[src/rtl/can_af_pkg.sv]
package can_af_pkg;
   localparam int BYTE_W     = 8;
   localparam int N_BYTES    = 4;
   localparam int CFG_W      = BYTE_W * N_BYTES;
   localparam int EXT_ID_W   = 29;
   localparam int STD_ID_W   = 11;
   localparam int DLC_W      = 4;
   localparam int DUAL_EXT_W = 2 * BYTE_W;
   localparam int NIB_W      = BYTE_W / 2;

   typedef logic [N_BYTES-1:0][BYTE_W-1:0] cfg_bytes_t;
endpackage

[src/rtl/can_af_mcmp.sv]
module can_af_mcmp #(
   parameter int W = 8
) (
   input  logic [W-1:0] val,
   input  logic [W-1:0] ref_v,
   input  logic [W-1:0] dc,
   output logic         hit
);
   always_comb hit = &((val ~^ ref_v) | dc);
endmodule

[src/rtl/can_af_single.sv]
module can_af_single
   import can_af_pkg::*;
(
   input  cfg_bytes_t             code,
   input  cfg_bytes_t             mask,
   input  logic                   ext,
   input  logic                   rtr,
   input  logic [EXT_ID_W-1:0]    id,
   input  logic [DLC_W-1:0]       dlc,
   input  logic [BYTE_W-1:0]      d0,
   input  logic [BYTE_W-1:0]      d1,
   output logic                   ok
);
   localparam int EXT_CW = EXT_ID_W + 1;
   localparam int STD_CW = STD_ID_W + 1;

   logic ext_hit, std_hit, d0_hit, d1_hit;
   logic unused_low_bits;

   assign unused_low_bits = ^{code[3][1:0], mask[3][1:0]};

   can_af_mcmp #(.W(EXT_CW)) u_ext (
      .val  ({id, rtr}),
      .ref_v({code[0], code[1], code[2], code[3][7:3], code[3][2]}),
      .dc   ({mask[0], mask[1], mask[2], mask[3][7:3], mask[3][2]}),
      .hit  (ext_hit));

   can_af_mcmp #(.W(STD_CW)) u_std (
      .val  ({id[STD_ID_W-1:0], rtr}),
      .ref_v({code[0], code[1][7:4]}),
      .dc   ({mask[0], mask[1][7:4]}),
      .hit  (std_hit));

   can_af_mcmp #(.W(BYTE_W)) u_d0 (
      .val(d0), .ref_v(code[2]), .dc(mask[2]), .hit(d0_hit));

   can_af_mcmp #(.W(BYTE_W)) u_d1 (
      .val(d1), .ref_v(code[3]), .dc(mask[3]), .hit(d1_hit));

   always_comb begin
      if (ext) ok = ext_hit;
      else     ok = std_hit && (rtr || (dlc == '0) ||
                                (d0_hit && ((dlc < DLC_W'(2)) || d1_hit)));
   end
endmodule

[src/rtl/can_af_dual.sv]
module can_af_dual
   import can_af_pkg::*;
(
   input  cfg_bytes_t              code,
   input  cfg_bytes_t              mask,
   input  logic                    ext,
   input  logic                    rtr,
   input  logic [DUAL_EXT_W-1:0]   id_hi,
   input  logic [STD_ID_W-1:0]     id_std,
   input  logic [BYTE_W-1:0]       d0,
   output logic                    ok
);
   localparam int STD_CW = STD_ID_W + 1;
   localparam int NF     = 2;

   logic [NF-1:0] ext_hit;
   logic [NF-1:0] std_hit;

   for (genvar f = 0; f < NF; f++) begin : g_flt
      can_af_mcmp #(.W(DUAL_EXT_W)) u_ext (
         .val  (id_hi),
         .ref_v({code[2*f], code[2*f+1]}),
         .dc   ({mask[2*f], mask[2*f+1]}),
         .hit  (ext_hit[f]));

      if (f == 0) begin : g_with_data
         can_af_mcmp #(.W(STD_CW + BYTE_W)) u_std (
            .val  ({id_std, rtr, d0}),
            .ref_v({code[0], code[1][7:4], code[1][NIB_W-1:0], code[3][NIB_W-1:0]}),
            .dc   ({mask[0], mask[1][7:4], mask[1][NIB_W-1:0], mask[3][NIB_W-1:0]}),
            .hit  (std_hit[f]));
      end else begin : g_id_only
         can_af_mcmp #(.W(STD_CW)) u_std (
            .val  ({id_std, rtr}),
            .ref_v({code[2], code[3][7:4]}),
            .dc   ({mask[2], mask[3][7:4]}),
            .hit  (std_hit[f]));
      end
   end

   always_comb ok = ext ? |ext_hit : |std_hit;
endmodule

[src/rtl/can_accept_filter.sv]
module can_accept_filter
   import can_af_pkg::*;
#(
   parameter int OUT_REG = 1
) (
   input  logic                  clk,
   input  logic                  rst_n,
   input  logic                  mode_en,
   input  logic                  single_sel,
   input  logic [CFG_W-1:0]      acc_code,
   input  logic [CFG_W-1:0]      acc_mask,
   input  logic                  frm_valid,
   input  logic                  frm_ext,
   input  logic                  frm_rtr,
   input  logic [EXT_ID_W-1:0]   frm_id,
   input  logic [DLC_W-1:0]      frm_dlc,
   input  logic [BYTE_W-1:0]     frm_data0,
   input  logic [BYTE_W-1:0]     frm_data1,
   output logic                  acc_valid,
   output logic                  acc_ok
);
   if (OUT_REG != 0 && OUT_REG != 1) begin : g_bad_out_reg
      $error("OUT_REG must be 0 or 1");
   end

   cfg_bytes_t code_b, mask_b;
   logic       single_ok, dual_ok, decide;

   assign code_b = acc_code;
   assign mask_b = acc_mask;

   can_af_single u_single (
      .code(code_b), .mask(mask_b), .ext(frm_ext), .rtr(frm_rtr),
      .id(frm_id), .dlc(frm_dlc), .d0(frm_data0), .d1(frm_data1),
      .ok(single_ok));

   can_af_dual u_dual (
      .code(code_b), .mask(mask_b), .ext(frm_ext), .rtr(frm_rtr),
      .id_hi(frm_id[EXT_ID_W-1 -: DUAL_EXT_W]),
      .id_std(frm_id[STD_ID_W-1:0]),
      .d0(frm_data0), .ok(dual_ok));

   always_comb decide = !mode_en || (single_sel ? single_ok : dual_ok);

   if (OUT_REG == 1) begin : g_reg
      always_ff @(posedge clk or negedge rst_n) begin
         if (!rst_n) begin
            acc_valid <= 1'b0;
            acc_ok    <= 1'b0;
         end else begin
            acc_valid <= frm_valid;
            acc_ok    <= frm_valid && decide;
         end
      end
   end else begin : g_comb
      logic unused_clk_rst;
      assign unused_clk_rst = clk ^ rst_n;
      assign acc_valid = frm_valid;
      assign acc_ok    = frm_valid && decide;
   end
endmodule

[config.mk]
export PLATFORM = sky130hd
export DESIGN_NAME = can_accept_filter
export DESIGN_NICKNAME = d
export VERILOG_FILES = /design/src/rtl/can_af_pkg.sv /design/src/rtl/can_af_mcmp.sv /design/src/rtl/can_af_single.sv /design/src/rtl/can_af_dual.sv /design/src/rtl/can_accept_filter.sv
export SDC_FILE = /design/constraint.sdc
export NUM_CORES = 1
export LEC_CHECK = 0
export BUFFER_PORTS_ARGS = -buffer_cell sky130_fd_sc_hd__buf_2
export CAP_MARGIN = 20
export CELL_PAD_IN_SITES_DETAIL_PLACEMENT = 2
export CELL_PAD_IN_SITES_GLOBAL_PLACEMENT = 2
export CORE_MARGIN = 5
export CORE_UTILIZATION = 17
export DETAILED_ROUTE_END_ITERATION = 12
export PLACE_DENSITY_LB_ADDON = 0.1
export SLEW_MARGIN = 0
export SYNTH_ARGS = -nofsm -noshare
export SYNTH_HDL_FRONTEND = slang
export SYNTH_SLANG_ARGS = --single-unit
export TNS_END_PERCENT = 100
[constraint.sdc]
create_clock -name clk -period 0.8 [get_ports clk]
set_input_delay 0.08 -clock clk [delete_from_list [all_inputs] [get_ports clk]]
set_output_delay 0.08 -clock clk [all_outputs]
set_load 0.01 [all_outputs]
==> impl_metrics.tcl <==
set metrics [dict create \
    outcome "finished with violations" \
    violations "setup timing" \
    synth_cell_types 20 \
    worst_slew_pin_slew_ns 0.3218 \
    die_y_um 103.0 \
    p_clk_share_pct 18.4 \
    routed_wl_mm 8.849 \
    power_switching_uw 890.2 \
    maxCapViolCount 0 \
    synth_cells 188 \
    grt_pass1_wl_mm 12.70 \
    ys_top_cells_by_area "xnor2_1 (55%), o22ai_1 (19%), nor4_1 (6.0%)" \
    dp.cells 444 \
    yosys_warnings 0 \
    crit_path_end_kind "flip-flop" \
    grt_pass1_vias 2309 \
    p_sw_share_pct 40.37 \
    final_cell_count_no_fill 448 \
    hold_path.startpoint "frm_valid" \
    critical_path.startpoint_type "input port" \
    fin_util_pct 30.78 \
    rsz0062_at_grt "yes" \
    synth_sequential_area_ratio_pct 3.404 \
    worst-path-max-fanout 2 \
    clock.fmax_mhz 797.5 \
    wl_per_cell_um 19.75 \
    fin_hold_ws_ns 0.01650 \
    cts.sinks 2 \
    synth_top_cell_by_area "xnor2_1" \
    yosys-top-cells-count "xnor2_1 (92), o22ai_1 (45), nor4_1 (14)" \
    drt_iter0_drc 28 \
    hold_viol 0 \
    p_int_uw 1315 \
    post-route-period-util_pct 156.7 \
    area_growth_pct 79.92 \
    grt_use_total_pct 16.19 \
    synth.most_common_cell "xnor2_1" \
    diodes 0 \
    holdPathStages 1 \
    vias_per_cell 4.496 \
    setup_viol 1 \
    first_pass_iters 4 \
    portBuffers 121 \
    ys.flop_type "dfrtp_1" \
    total_power_uw 2205 \
    relSlewSlack_pct 78.35 \
    ys_seq_elements 2 \
    grt-ovfl-total 0 \
    synth_enable_flop_cells 0 \
    critical_path_class "input port to flip-flop" \
    syn_area_um2 1470 \
    hold_end "acc_valid$_DFF_PN0_" \
    combPwrFrac_pct 76.6 \
    hpwl_mm 8.218 \
    power_density_nw_per_um2 833.7 \
    rows 34 \
    clk_pin_slew_ns 0.03 \
    cts_buffer_depth 2 \
    cpPeakStageDelay_ns 0.29 \
    synth_area_per_cell_um2 7.820 \
    slowest_stage "nor4_1" \
    drive_above_1_share_pct 55.00 \
    dieArea_um2 10610 \
    fill_cells 1057 \
    synth_top_area_share_pct 54.81 \
    tritoncts "yes" \
    die_x_um 103.0 \
    ant_nets 0 \
    final.min_clock_period_ns 1.254 \
    drc 0 \
    root_buffer "clkbuf_8" \
    htree_levels 1 \
    start_util_pct 17.11 \
    cp_data_arrival_time_ns 1.40 \
    drv_slew 0 \
    num-nets-final 462 \
    io_pins 122 \
    ir_drop_mv 0.3914 \
    gp_congestion 0.8161 \
    setup_ws_ns -0.4540 \
    antenna_found_initial 0 \
    cts_buffers 3 \
    p_leak_uw 0.001111 \
    syn_nets 308 \
    cp-startpoint "frm_id[21]" \
    seqPwrFrac_pct 5.0 \
    core_area_um2 8593 \
    hp-class "input port to flip-flop" \
    synthArstFlopShare_pct 100.0 \
    crit_chain "buf_2, xnor2_1, o22ai_1, nor4_1, buf_4, nand2_1, o211ai_1, o221a_1" \
    required_ns 0.94 \
    vias 2014 \
    grt_max_degree 5 \
]
[power by group through the flow]
stage	Sequential (uW)	Combinational, uW	Clock (uW)
after detailed placement	111	1590	0
final	111	1690	406
after global placement	111	1580	0
after floorplan	114	774	0
after global routing	111	1820	432
after CTS	110	1650	406
[cell families after synthesis]
logic type / Yosys count / synth area share, %
compound gates: 50 / 21.62
simple gates: 27 / 9.787
xor+xnor: 94 / 57.02
buf+inv: 15 / 8.171
flops: 2 / 3.404
[cells in the final DEF, fill, tap and decap left out, drive strengths merged]
master / synthesis / final
nor4: 14 / 14
nor3: 1 / 1
dlygate4sd3: 0 / 1
o21ai: 1 / 1
dfrtp: 2 / 2
nand2: 5 / 5
buf: 10 / 162
inv: 1 / 1
o221a: 1 / 1
o211ai: 1 / 1
nor2: 5 / 5
o22ai: 45 / 45
nand4b: 1 / 1
nand3: 1 / 1
clkbuf: 4 / 3
a21oi: 1 / 1
xnor2: 94 / 94
a21boi: 1 / 1
[layout make-up]
type | count | area [um^2] | share of cell area (%)
inverters | 1 | 3.754 | 0.1419
multi-input cells | 171 | 1436 | 54.30
clock buffers | 3 | 41.29 | 1.561
repair buffers | 163 | 978.4 | 36.99
flip-flops and latches | 2 | 50.05 | 1.892
well taps | 108 | 135.1 | 5.109
[flip-flops by register name, indices dropped and copies added, names as in the netlist]
signal and count:
acc_valid 1, acc_ok 1
[routing by layer]
metal | wire length, um | vias up | global-route usage, %
li1 | - | 986 | -
met1 | 3957 | 950 | 21.41
met2 | 4359 | 74 | 29.01
met3 | 464 | 4 | 2.165
met4 | 67 | 0 | 1.394
met5 | 0 | - | 0
[timing repair]
action | in CTS | in global routing
pin swaps | 12 | 11
setup endpoints to repair | 1 | 3
hold buffers | 1 | 0
buffers inserted | 0 | 0
cloned | 0 | 0
hold endpoints to repair | 2 | 0
resized for setup | 13 | 16
[metrics by stage]
step                instance area, um^2  setup TNS (ns)  setup WS, ns
finish                             2645         -0.4540       -0.4540
global route                       2645         -0.5435       -0.5358
CTS                                2559         -0.4523       -0.4523
detailed placement                 2437         -0.7895       -0.7895
global placement                   2437         -0.7685       -0.7685
floorplan                          1519         -0.3278       -0.3278
[how the worst max path moves through the flow]
stage / endpoint / slack (ns) / depth (start not counted)
final: acc_ok$_DFF_PN0_ / -0.45 / 8
after global routing: acc_ok$_DFF_PN0_ / -0.54 / 8
after CTS: acc_ok$_DFF_PN0_ / -0.45 / 9
after detailed placement: acc_ok$_DFF_PN0_ / -0.79 / 8
after global placement: acc_ok$_DFF_PN0_ / -0.77 / 8
after floorplan: acc_ok$_DFF_PN0_ / -0.33 / 7
[worst max-delay path, delay by kind of cell]
kind                   cells  cell delay [ns]
AO/OA/AOI/OAI              3             0.50
AND/OR/NAND/NOR            2             0.35
XOR/XNOR                   1             0.17
buffers and inverters      2             0.28
Power figures use the tool's default switching activity.
